**src/rtl/xbs_pkg.sv**
```systemverilog
package xbs_pkg;

    localparam int DATA_W = 8;

    // flag register bit positions
    localparam int FB_C = 0;
    localparam int FB_N = 1;
    localparam int FB_P = 2;
    localparam int FB_X = 3;
    localparam int FB_H = 4;
    localparam int FB_Y = 5;
    localparam int FB_Z = 6;
    localparam int FB_S = 7;

    localparam logic [2:0] MEM_CODE = 3'd6;
    localparam logic [2:0] SHL1_KIND = 3'd6;

    typedef enum logic [1:0] {
        GRP_SHIFT = 2'b00,
        GRP_TEST  = 2'b01,
        GRP_CLR   = 2'b10,
        GRP_SET   = 2'b11
    } grp_e;

    typedef enum logic [2:0] {
        SH_ROLC = 3'd0,
        SH_RORC = 3'd1,
        SH_ROL  = 3'd2,
        SH_ROR  = 3'd3,
        SH_ASL  = 3'd4,
        SH_ASR  = 3'd5,
        SH_SL1  = 3'd6,
        SH_LSR  = 3'd7
    } shk_e;

    typedef struct packed {
        logic [DATA_W-1:0] res;
        logic              cout;
    } shout_s;

    function automatic logic even_par(input logic [DATA_W-1:0] v);
        return ~(^v);
    endfunction

endpackage

```
**src/rtl/xbs_agen.sv**
```systemverilog
module xbs_agen #(
    parameter int ADDR_W = 16
) (
    input  logic [ADDR_W-1:0] base,
    input  logic [7:0]        disp,
    output logic [ADDR_W-1:0] tgt
);
    localparam int EXT_W = ADDR_W - 8;

    logic [ADDR_W-1:0] disp_ext;

    always_comb begin
        disp_ext = {{EXT_W{disp[7]}}, disp};
        tgt      = base + disp_ext;
    end
endmodule

```
**src/rtl/xbs_alu.sv**
```systemverilog
module xbs_alu
    import xbs_pkg::*;
(
    input  logic [7:0]        op,
    input  logic [DATA_W-1:0] val,
    input  logic [7:0]        flg_in,
    input  logic [7:0]        addr_hi,
    output logic [DATA_W-1:0] res,
    output logic [7:0]        flg
);
    grp_e              grp;
    logic [2:0]        sel;
    logic [DATA_W-1:0] mask;
    shout_s            sh;
    logic              tbit;

    // one-hot bit mask for the tested / changed bit
    genvar gi;
    generate
        for (gi = 0; gi < DATA_W; gi++) begin : g_mask
            assign mask[gi] = (sel == gi[2:0]);
        end
    endgenerate

    always_comb begin
        grp = grp_e'(op[7:6]);
        sel = op[5:3];
    end

    // shifter
    always_comb begin
        sh = '0;
        unique case (shk_e'(sel))
            SH_ROLC: sh = '{res: {val[6:0], val[7]},    cout: val[7]};
            SH_RORC: sh = '{res: {val[0], val[7:1]},    cout: val[0]};
            SH_ROL:  sh = '{res: {val[6:0], flg_in[FB_C]}, cout: val[7]};
            SH_ROR:  sh = '{res: {flg_in[FB_C], val[7:1]}, cout: val[0]};
            SH_ASL:  sh = '{res: {val[6:0], 1'b0},      cout: val[7]};
            SH_ASR:  sh = '{res: {val[7], val[7:1]},    cout: val[0]};
            SH_SL1:  sh = '{res: {val[6:0], 1'b1},      cout: val[7]};
            SH_LSR:  sh = '{res: {1'b0, val[7:1]},      cout: val[0]};
            default: sh = '0;
        endcase
    end

    always_comb begin
        tbit = |(val & mask);
        res  = val;
        flg  = flg_in;
        unique case (grp)
            GRP_SHIFT: begin
                res        = sh.res;
                flg[FB_S]  = sh.res[7];
                flg[FB_Z]  = (sh.res == '0);
                flg[FB_Y]  = sh.res[5];
                flg[FB_H]  = 1'b0;
                flg[FB_X]  = sh.res[3];
                flg[FB_P]  = even_par(sh.res);
                flg[FB_N]  = 1'b0;
                flg[FB_C]  = sh.cout;
            end
            GRP_TEST: begin
                res        = val;
                flg[FB_S]  = tbit & (sel == 3'd7);
                flg[FB_Z]  = ~tbit;
                flg[FB_Y]  = addr_hi[5];
                flg[FB_H]  = 1'b1;
                flg[FB_X]  = addr_hi[3];
                flg[FB_P]  = ~tbit;
                flg[FB_N]  = 1'b0;
                flg[FB_C]  = flg_in[FB_C];
            end
            GRP_CLR: res = val & ~mask;
            GRP_SET: res = val | mask;
            default: res = val;
        endcase
    end
endmodule

```
**src/rtl/xbs_dest.sv**
```systemverilog
module xbs_dest
    import xbs_pkg::*;
#(
    parameter int TEST_CYC = 20,
    parameter int RMW_CYC  = 23,
    parameter int CYC_W    = 5
) (
    input  logic [7:0]       op,
    output logic             mem_we,
    output logic             reg_we,
    output logic [2:0]       reg_sel,
    output logic             undoc,
    output logic [CYC_W-1:0] cyc
);
    logic is_test;
    logic is_mem;
    logic is_sl1;

    always_comb begin
        is_test = (grp_e'(op[7:6]) == GRP_TEST);
        is_mem  = (op[2:0] == MEM_CODE);
        is_sl1  = (grp_e'(op[7:6]) == GRP_SHIFT) && (op[5:3] == SHL1_KIND);
        mem_we  = ~is_test;
        reg_we  = ~is_test & ~is_mem;
        reg_sel = op[2:0];
        undoc   = ~is_mem | is_sl1;
        cyc     = is_test ? CYC_W'(TEST_CYC) : CYC_W'(RMW_CYC);
    end
endmodule

```
**src/rtl/xbs_unit.sv**
```systemverilog
module xbs_unit
    import xbs_pkg::*;
#(
    parameter int ADDR_W   = 16,
    parameter int TEST_CYC = 20,
    parameter int RMW_CYC  = 23,
    parameter int CYC_W    = $clog2(RMW_CYC + 1)
) (
    input  logic              clk,
    input  logic              rst_n,
    input  logic              start,
    input  logic [ADDR_W-1:0] idx_base,
    input  logic [7:0]        disp,
    input  logic [7:0]        op,
    input  logic [7:0]        rd_data,
    input  logic [7:0]        flags_in,
    output logic              done,
    output logic [ADDR_W-1:0] addr,
    output logic [7:0]        result,
    output logic [7:0]        flags_out,
    output logic              mem_we,
    output logic              reg_we,
    output logic [2:0]        reg_sel,
    output logic              undoc,
    output logic [CYC_W-1:0]  tcycles
);
    typedef struct packed {
        logic              done;
        logic [ADDR_W-1:0] addr;
        logic [7:0]        res;
        logic [7:0]        flg;
        logic              mem_we;
        logic              reg_we;
        logic [2:0]        reg_sel;
        logic              undoc;
        logic [CYC_W-1:0]  cyc;
    } st_s;

    st_s st_d, st_q;

    logic [ADDR_W-1:0] tgt;
    logic [7:0]        alu_res;
    logic [7:0]        alu_flg;
    logic              dec_mem_we;
    logic              dec_reg_we;
    logic [2:0]        dec_reg_sel;
    logic              dec_undoc;
    logic [CYC_W-1:0]  dec_cyc;

    xbs_agen #(.ADDR_W(ADDR_W)) u_agen (
        .base (idx_base),
        .disp (disp),
        .tgt  (tgt)
    );

    xbs_alu u_alu (
        .op      (op),
        .val     (rd_data),
        .flg_in  (flags_in),
        .addr_hi (tgt[ADDR_W-1 -: 8]),
        .res     (alu_res),
        .flg     (alu_flg)
    );

    xbs_dest #(
        .TEST_CYC (TEST_CYC),
        .RMW_CYC  (RMW_CYC),
        .CYC_W    (CYC_W)
    ) u_dest (
        .op      (op),
        .mem_we  (dec_mem_we),
        .reg_we  (dec_reg_we),
        .reg_sel (dec_reg_sel),
        .undoc   (dec_undoc),
        .cyc     (dec_cyc)
    );

    always_comb begin
        st_d        = st_q;
        st_d.done   = 1'b0;
        st_d.mem_we = 1'b0;
        st_d.reg_we = 1'b0;
        if (start) begin
            st_d.done    = 1'b1;
            st_d.addr    = tgt;
            st_d.res     = alu_res;
            st_d.flg     = alu_flg;
            st_d.mem_we  = dec_mem_we;
            st_d.reg_we  = dec_reg_we;
            st_d.reg_sel = dec_reg_sel;
            st_d.undoc   = dec_undoc;
            st_d.cyc     = dec_cyc;
        end
    end

    always_ff @(posedge clk or negedge rst_n) begin
        if (!rst_n) st_q <= '0;
        else        st_q <= st_d;
    end

    assign done      = st_q.done;
    assign addr      = st_q.addr;
    assign result    = st_q.res;
    assign flags_out = st_q.flg;
    assign mem_we    = st_q.mem_we;
    assign reg_we    = st_q.reg_we;
    assign reg_sel   = st_q.reg_sel;
    assign undoc     = st_q.undoc;
    assign tcycles   = st_q.cyc;
endmodule

```
**config.mk**
```make
export PLATFORM = sky130hd
export DESIGN_NAME = xbs_unit
export DESIGN_NICKNAME = d
export VERILOG_FILES = /design/src/rtl/xbs_pkg.sv /design/src/rtl/xbs_agen.sv /design/src/rtl/xbs_alu.sv /design/src/rtl/xbs_dest.sv /design/src/rtl/xbs_unit.sv
export SDC_FILE = /design/constraint.sdc
export NUM_CORES = 1
export LEC_CHECK = 0
export BUFFER_PORTS_ARGS = -buffer_cell sky130_fd_sc_hd__buf_2
export CAP_MARGIN = 5
export CORE_MARGIN = 8
export CORE_UTILIZATION = 56
export DETAILED_ROUTE_END_ITERATION = 8
export GPL_TIMING_DRIVEN = 0
export HOLD_SLACK_MARGIN = 0.05
export PLACE_DENSITY = 0.87
export SLEW_MARGIN = 20
export SYNTH_ARGS = -nofsm -noshare
export SYNTH_HDL_FRONTEND = slang
export SYNTH_SLANG_ARGS = --single-unit
```
**constraint.sdc**
```tcl
create_clock -name clk -period 2.7 [get_ports clk]
set_input_delay 0.54 -clock clk [delete_from_list [all_inputs] [get_ports clk]]
set_output_delay 0.54 -clock clk [all_outputs]
set_load 0.03 [all_outputs]
```
==> impl_metrics.ini, run 1 <==
[status]
outcome = finished, final reports clean

[floorplanning]
fp.dieW_um = 89.2
core_region_area_mm2 = 0.00514
dieArea_mm2 = 0.00795
ioPinCount = 95
die_h_um = 89.2
row_count = 26
initial_core_util = 0.583

[layout]
fin_util = 0.711
fin_nets = 502
diodes = 0
final_layout_size_suffix_gt1_frac = 0.313
stdcell_count = 502
syn2layout_area_growth_pct = 21.9

[critical_path]
end_kind = flop
startpoint_type = input pin
critPathKind = input pin to flop
crit_arrival_ps = 2790
worstPathRequired_ps = 2940
critPathMaxFanout = 10

[clock_network]
path_clk_slew_ps = 80
cts_buffers = 5
cts_tree = built
ctsResizeCount = 0
cts_hold_buffers = 0
post-cts-setup-buffers = 0
cts_buffer_depth = 2
root_buffer = clkbuf_8
clkSinkCount = 41
h-tree-depth = 2
insertion_delay_ps = 290

[detailed_routing]
wl_mm = 8.83
avgRoutedWirePerCell_um = 17.6
drc_errors = 0
dr.pass1.iters = 5
viasPerCell = 5.99
first_iter_violations = 166
vias = 3005
postRouteAntennaNets = 0

[sta]
period_minus_slack_ps = 2550
tightest_slew_ps = 915
hold_viol_final = 0
tns_ps = 0
max_freq_mhz = 392
rsz0062_at_grt = false
skew_ps = 0
setup_viol = 0
slew_headroom = 0.390
fin_crit_sh = 0.945
slew_viol_final = 0

[flow_run]
maxCapViolCount = 0

[synth]
yosysWarnings = 0
synth_area_per_cell_um2 = 9.03
ys_ff_latch = 41
synth_cell_type_count = 58
synth_ff_type = dfrtp_1
ys_async_sr_fraction = 1.00
synth-edff-count = 0
synth_fp_nets = 402
syn_inst = 332
syn_area_mm2 = 0.00300
synth_seq_area_share = 0.342

[placed_design]
hpwl_mm = 6.87
place_congestion = 0.928
dp_cells = 495
port_buffers = 93

[global_route]
grt_max_degree = 42
grt.overflow.total = 0
antenna_found_initial = 0
grt_first_pass_wirelength_mm = 14.2
grt_pass1_vias = 3062
grt_usage = 0.228

[pwr]
p_leak_uw = 0.00168
powerDensity_mw_per_mm2 = 550
vdd_drop_max_v = 0.000353

[min_path]
worstHoldPathType = input pin to async pin
final timing paths:
check / startpoint / end / slack [ps] / cells after the start
max in group asynchronous: rst_n / addr[2]$_DFFE_PN0P_ / 1750 / 1
worst min-delay path: rst_n / result[2]$_DFFE_PN0P_ / 360 / 1
min in group clk: start / done$_DFF_PN0_ / 360 / 1
worst max register to register: flags_out[5]$_DFFE_PN0P_ / flags_out[5]$_DFFE_PN0P_ / 1650 / 3
worst min register to register: undoc$_DFFE_PN0P_ / undoc$_DFFE_PN0P_ / 480 / 1
worst max-delay path: op[5] / flags_out[2]$_DFFE_PN0P_ / 150 / 11
sequential cells by signal, indices dropped and copies added (netlist names):
| name | count |
|---|---|
| addr | 16 |
| tcycles | 2 |
| done | 1 |
| result | 8 |
| reg_we | 1 |
| mem_we | 1 |
| flags_out | 8 |
| undoc | 1 |
| reg_sel | 3 |
routing by layer:
metal,global-route usage,part of all wire,up-vias
li1,-,-,1436
met1,0.264,0.41,1417
met2,0.405,0.49,134
met3,0.0506,0.083,18
met4,0.0755,0.016,0
met5,0,0,-
where the power goes:
part	internal, uW	switching [uW]
Clock	269	219
Combinational	277	498
Sequential	699	49.2
Total	1250	767
final cells by class:
type	count	area (um^2)
Timing Repair Buffer	93	465
Buffer	23	115
Clock buffer	5	68.8
Multi-Input combinational cell	255	1810
Tap cell	70	87.6
Fill cell	445	1480
Clock inverter	2	35.0
Inverter	13	48.8
Sequential cell	41	1030
worst max-delay path, stage by stage:
cell	delay, ps
buf_2	110
clkbuf_1	350
o21ai_0	160
a21oi_1	160
a21oi_1	90
ha_1	330
xnor2_1	270
xnor2_1	180
xnor2_1	110
or4_1	410
nand3_1	90
cell usage in the layout (no fill, tap or decap), drive strengths merged, types with 7 or more instances in the layout:
cell type / synthesis / routed
buf: 13 / 106
dfrtp: 41 / 41
nor2: 30 / 30
a21oi: 30 / 30
nand2: 24 / 24
o21ai: 20 / 20
ha: 18 / 18
clkbuf: 10 / 15
inv: 13 / 13
nand3: 10 / 10
mux2: 10 / 10
mux2i: 9 / 9
o21a: 8 / 8
nand4: 8 / 8
a221oi: 7 / 7
xnor2: 7 / 7
synthesized netlist by cell type, types with 3 or more instances:
| cell | instances | area [um^2] |
|---|---|---|
| nand2_1 | 24 | 90.1 |
| and3_1 | 3 | 18.8 |
| clkbuf_1 | 10 | 37.5 |
| a211oi_1 | 6 | 45.0 |
| nor4b_1 | 3 | 26.3 |
| o21a_1 | 8 | 60.1 |
| buf_4 | 4 | 30.0 |
| a22oi_1 | 4 | 30.0 |
| or2_2 | 3 | 18.8 |
| nand3_1 | 10 | 50.1 |
| dfrtp_1 | 41 | 1030 |
| nor2b_1 | 3 | 18.8 |
| ha_1 | 18 | 225 |
| o31a_1 | 3 | 26.3 |
| buf_2 | 5 | 25.0 |
| o2bb2ai_1 | 3 | 26.3 |
| inv_1 | 12 | 45.0 |
| mux2i_1 | 9 | 90.1 |
| o211ai_1 | 3 | 22.5 |
| xnor2_1 | 7 | 61.3 |
| buf_1 | 3 | 11.3 |
| nand4_1 | 8 | 50.1 |
| a21oi_1 | 28 | 140 |
| o21ai_0 | 18 | 90.1 |
| nand3b_1 | 5 | 37.5 |
| mux2_2 | 9 | 101 |
| a221oi_1 | 7 | 61.3 |
| nor3_1 | 5 | 25.0 |
| nor2_1 | 30 | 113 |
| a21o_1 | 5 | 37.5 |
metrics by stage:
step	setup WS [ps]	hold WS [ps]	total power, uW	area (um^2)
2_1_floorplan	254	244	1280	3000
3_3_place_gp	-2.23	459	1500	3550
3_5_place_dp	-87.0	466	1530	3550
4_1_cts	194	355	2010	3660
5_1_grt	85.7	349	2110	3660
6_report	149	358	2010	3660
kinds of logic after synthesis:
logic type | after synthesis | share of synthesized area
other cells | 1 | 0.00125
fa+ha+maj | 19 | 0.0818
flops | 41 | 0.342
compound gates | 106 | 0.248
mux | 21 | 0.0839
simple gates | 100 | 0.165
buf+inv | 36 | 0.0546
xor+xnor | 8 | 0.0234
Power figures use the tool's default switching activity.
==> run 2, diff against run 1 <==
--- a/config.mk
+++ b/config.mk
@@ -13,6 +13,7 @@
 export GPL_TIMING_DRIVEN = 0
 export HOLD_SLACK_MARGIN = 0.05
 export PLACE_DENSITY = 0.87
+export RECOVER_POWER = 50
 export SLEW_MARGIN = 20
 export SYNTH_ARGS = -nofsm -noshare
 export SYNTH_HDL_FRONTEND = slang
==> impl_metrics.ini, run 2 (same netlist as run 1, synthesis figures left out) <==
[critical_path]
crit_start = op[5]
critPathKind = input pin to flop
path_buf_inv = 2
reg2reg_depth = 3
startpoint_type = input pin
crit_family = XOR/XNOR gates
cp_slowest_cell = or4_1
path_depth = 11
crit_chain = buf_2 > clkbuf_1 > o21ai_0 > a21oi_1 > a21oi_1 > ha_1 > xnor2_1 > xnor2_1 > xnor2_1 > or4_1 > nand3_1
crit_arrival_ps = 2780
crit_path_frequent_cell = xnor2_1
cpPeakStageDelay_ps = 400
timing.rr.end = flags_out[5]$_DFFE_PN0P_
reg2reg_from = flags_out[5]$_DFFE_PN0P_
crit_path_end = flags_out[2]$_DFFE_PN0P_
worstPathRequired_ps = 2940
end_kind = flop
critPathMaxFanout = 10
reg2reg_setup_slack_ps = 1650

[global_route]
grt_usage = 0.228
grt_max_degree = 42
grt.overflow.total = 0
grt_pass1_vias = 3062
antenna_found_initial = 0
grt_first_pass_wirelength_mm = 14.2

[detailed_routing]
avgRoutedWirePerCell_um = 17.6
first_iter_violations = 184
dr.pass1.iters = 4
drc_errors = 0
vias = 2990
wl_mm = 8.83
postRouteAntennaNets = 0
viasPerCell = 5.96

[floorplanning]
ioPinCount = 95
core_region_area_mm2 = 0.00514
row_count = 26
dieArea_mm2 = 0.00795
initial_core_util = 0.583
die_h_um = 89.2
fp.dieW_um = 89.2

[pwr]
total_power_uw = 2000
p_leak_uw = 0.00163
powerDensity_mw_per_mm2 = 551
vdd_drop_max_v = 0.000353

[clock_network]
cts_buffer_depth = 2
h-tree-depth = 2
ctsResizeCount = 0
insertion_delay_ps = 290
root_buffer = clkbuf_8
cts_buffers = 5
cts_tree = built
path_clk_slew_ps = 80
cts_hold_buffers = 0
post-cts-setup-buffers = 0
clkSinkCount = 41

[placed_design]
port_buffers = 93
hpwl_mm = 6.87
place_congestion = 0.928

[sta]
slew_headroom = 0.322
fin_crit_sh = 0.943
skew_ps = 0
setup_viol = 0
period_minus_slack_ps = 2550
rsz0062_at_grt = false
tightest_slew_ps = 1020
tns_ps = 0
hold_viol_final = 0
max_freq_mhz = 393
slew_viol_final = 0

[layout]
final_layout_size_suffix_gt1_frac = 0.266
layout_commonest_cell = buf_2
largest_reg_flops = 16
diodes = 0
syn2layout_area_growth_pct = 21.1
fin_nets = 502
layout.cells.most_common_list = 77 x buf_2, 41 x dfrtp_1, 30 x clkbuf_1, 30 x nor2_1, 28 x a21oi_1

[min_path]
worstHoldPathType = input pin to flop
hold_path_depth = 1

[flow_run]
maxCapViolCount = 0

[status]
outcome = finished, final reports clean
run 2: layer usage:
layer / routed length (um) / global-route usage / vias to the layer above
li1: - / - / 1432
met1: 3620 / 0.264 / 1406
met2: 4340 / 0.405 / 133
met3: 715 / 0.0506 / 19
met4: 153 / 0.0755 / 0
met5: 0 / 0 / -
run 2: how the worst min path moves through the flow:
stage / start / endpoint / slack [ps]
3_3_place_gp: result[0]$_DFFE_PN0P_ / result[0]$_DFFE_PN0P_ / 460
5_1_grt: start / done$_DFF_PN0_ / 350
6_report: start / done$_DFF_PN0_ / 360
2_1_floorplan: rst_n / addr[0]$_DFFE_PN0P_ / 240
4_1_cts: start / done$_DFF_PN0_ / 360
3_5_place_dp: undoc$_DFFE_PN0P_ / undoc$_DFFE_PN0P_ / 470
run 2: metrics by stage:
step / setup slack [ps] / util / hold WS (ps) / instance area, um^2 / cells
4_1_cts: 194 / 0.711 / 355 / 3660 / 502
2_1_floorplan: 254 / - / 244 / 3000 / 332
3_3_place_gp: -2.23 / 0.691 / 459 / 3550 / 495
3_5_place_dp: -87.0 / 0.691 / 466 / 3550 / 495
6_report: 153 / 0.706 / 361 / 3630 / 502
5_1_grt: 85.7 / 0.706 / 351 / 3630 / 502
run 2: area by class of cell:
cell class                 instances  area (um^2)
multi-input combinational        255         1810
sequential                        41         1030
buffer                            23          114
tap                               70         87.6
clock buffer                       5         68.8
fill                             458         1510
inverter                          13         48.8
clock inverter                     2         35.0
timing repair buffer              93          442
run 2: worst register-to-register path, delay by kind of cell, from the launching register on:
| kind | cells | cell delay (ps) |
|---|---|---|
| AO/OA/AOI/OAI | 2 | 480 |
| flip-flops | 1 | 390 |
| AND/OR/NAND/NOR | 1 | 70 |
run 2: power breakdown:
group          internal [uW]  switching [uW]
Clock                    269             217
Sequential               699            50.3
Combinational            267             498
Total                   1230             765
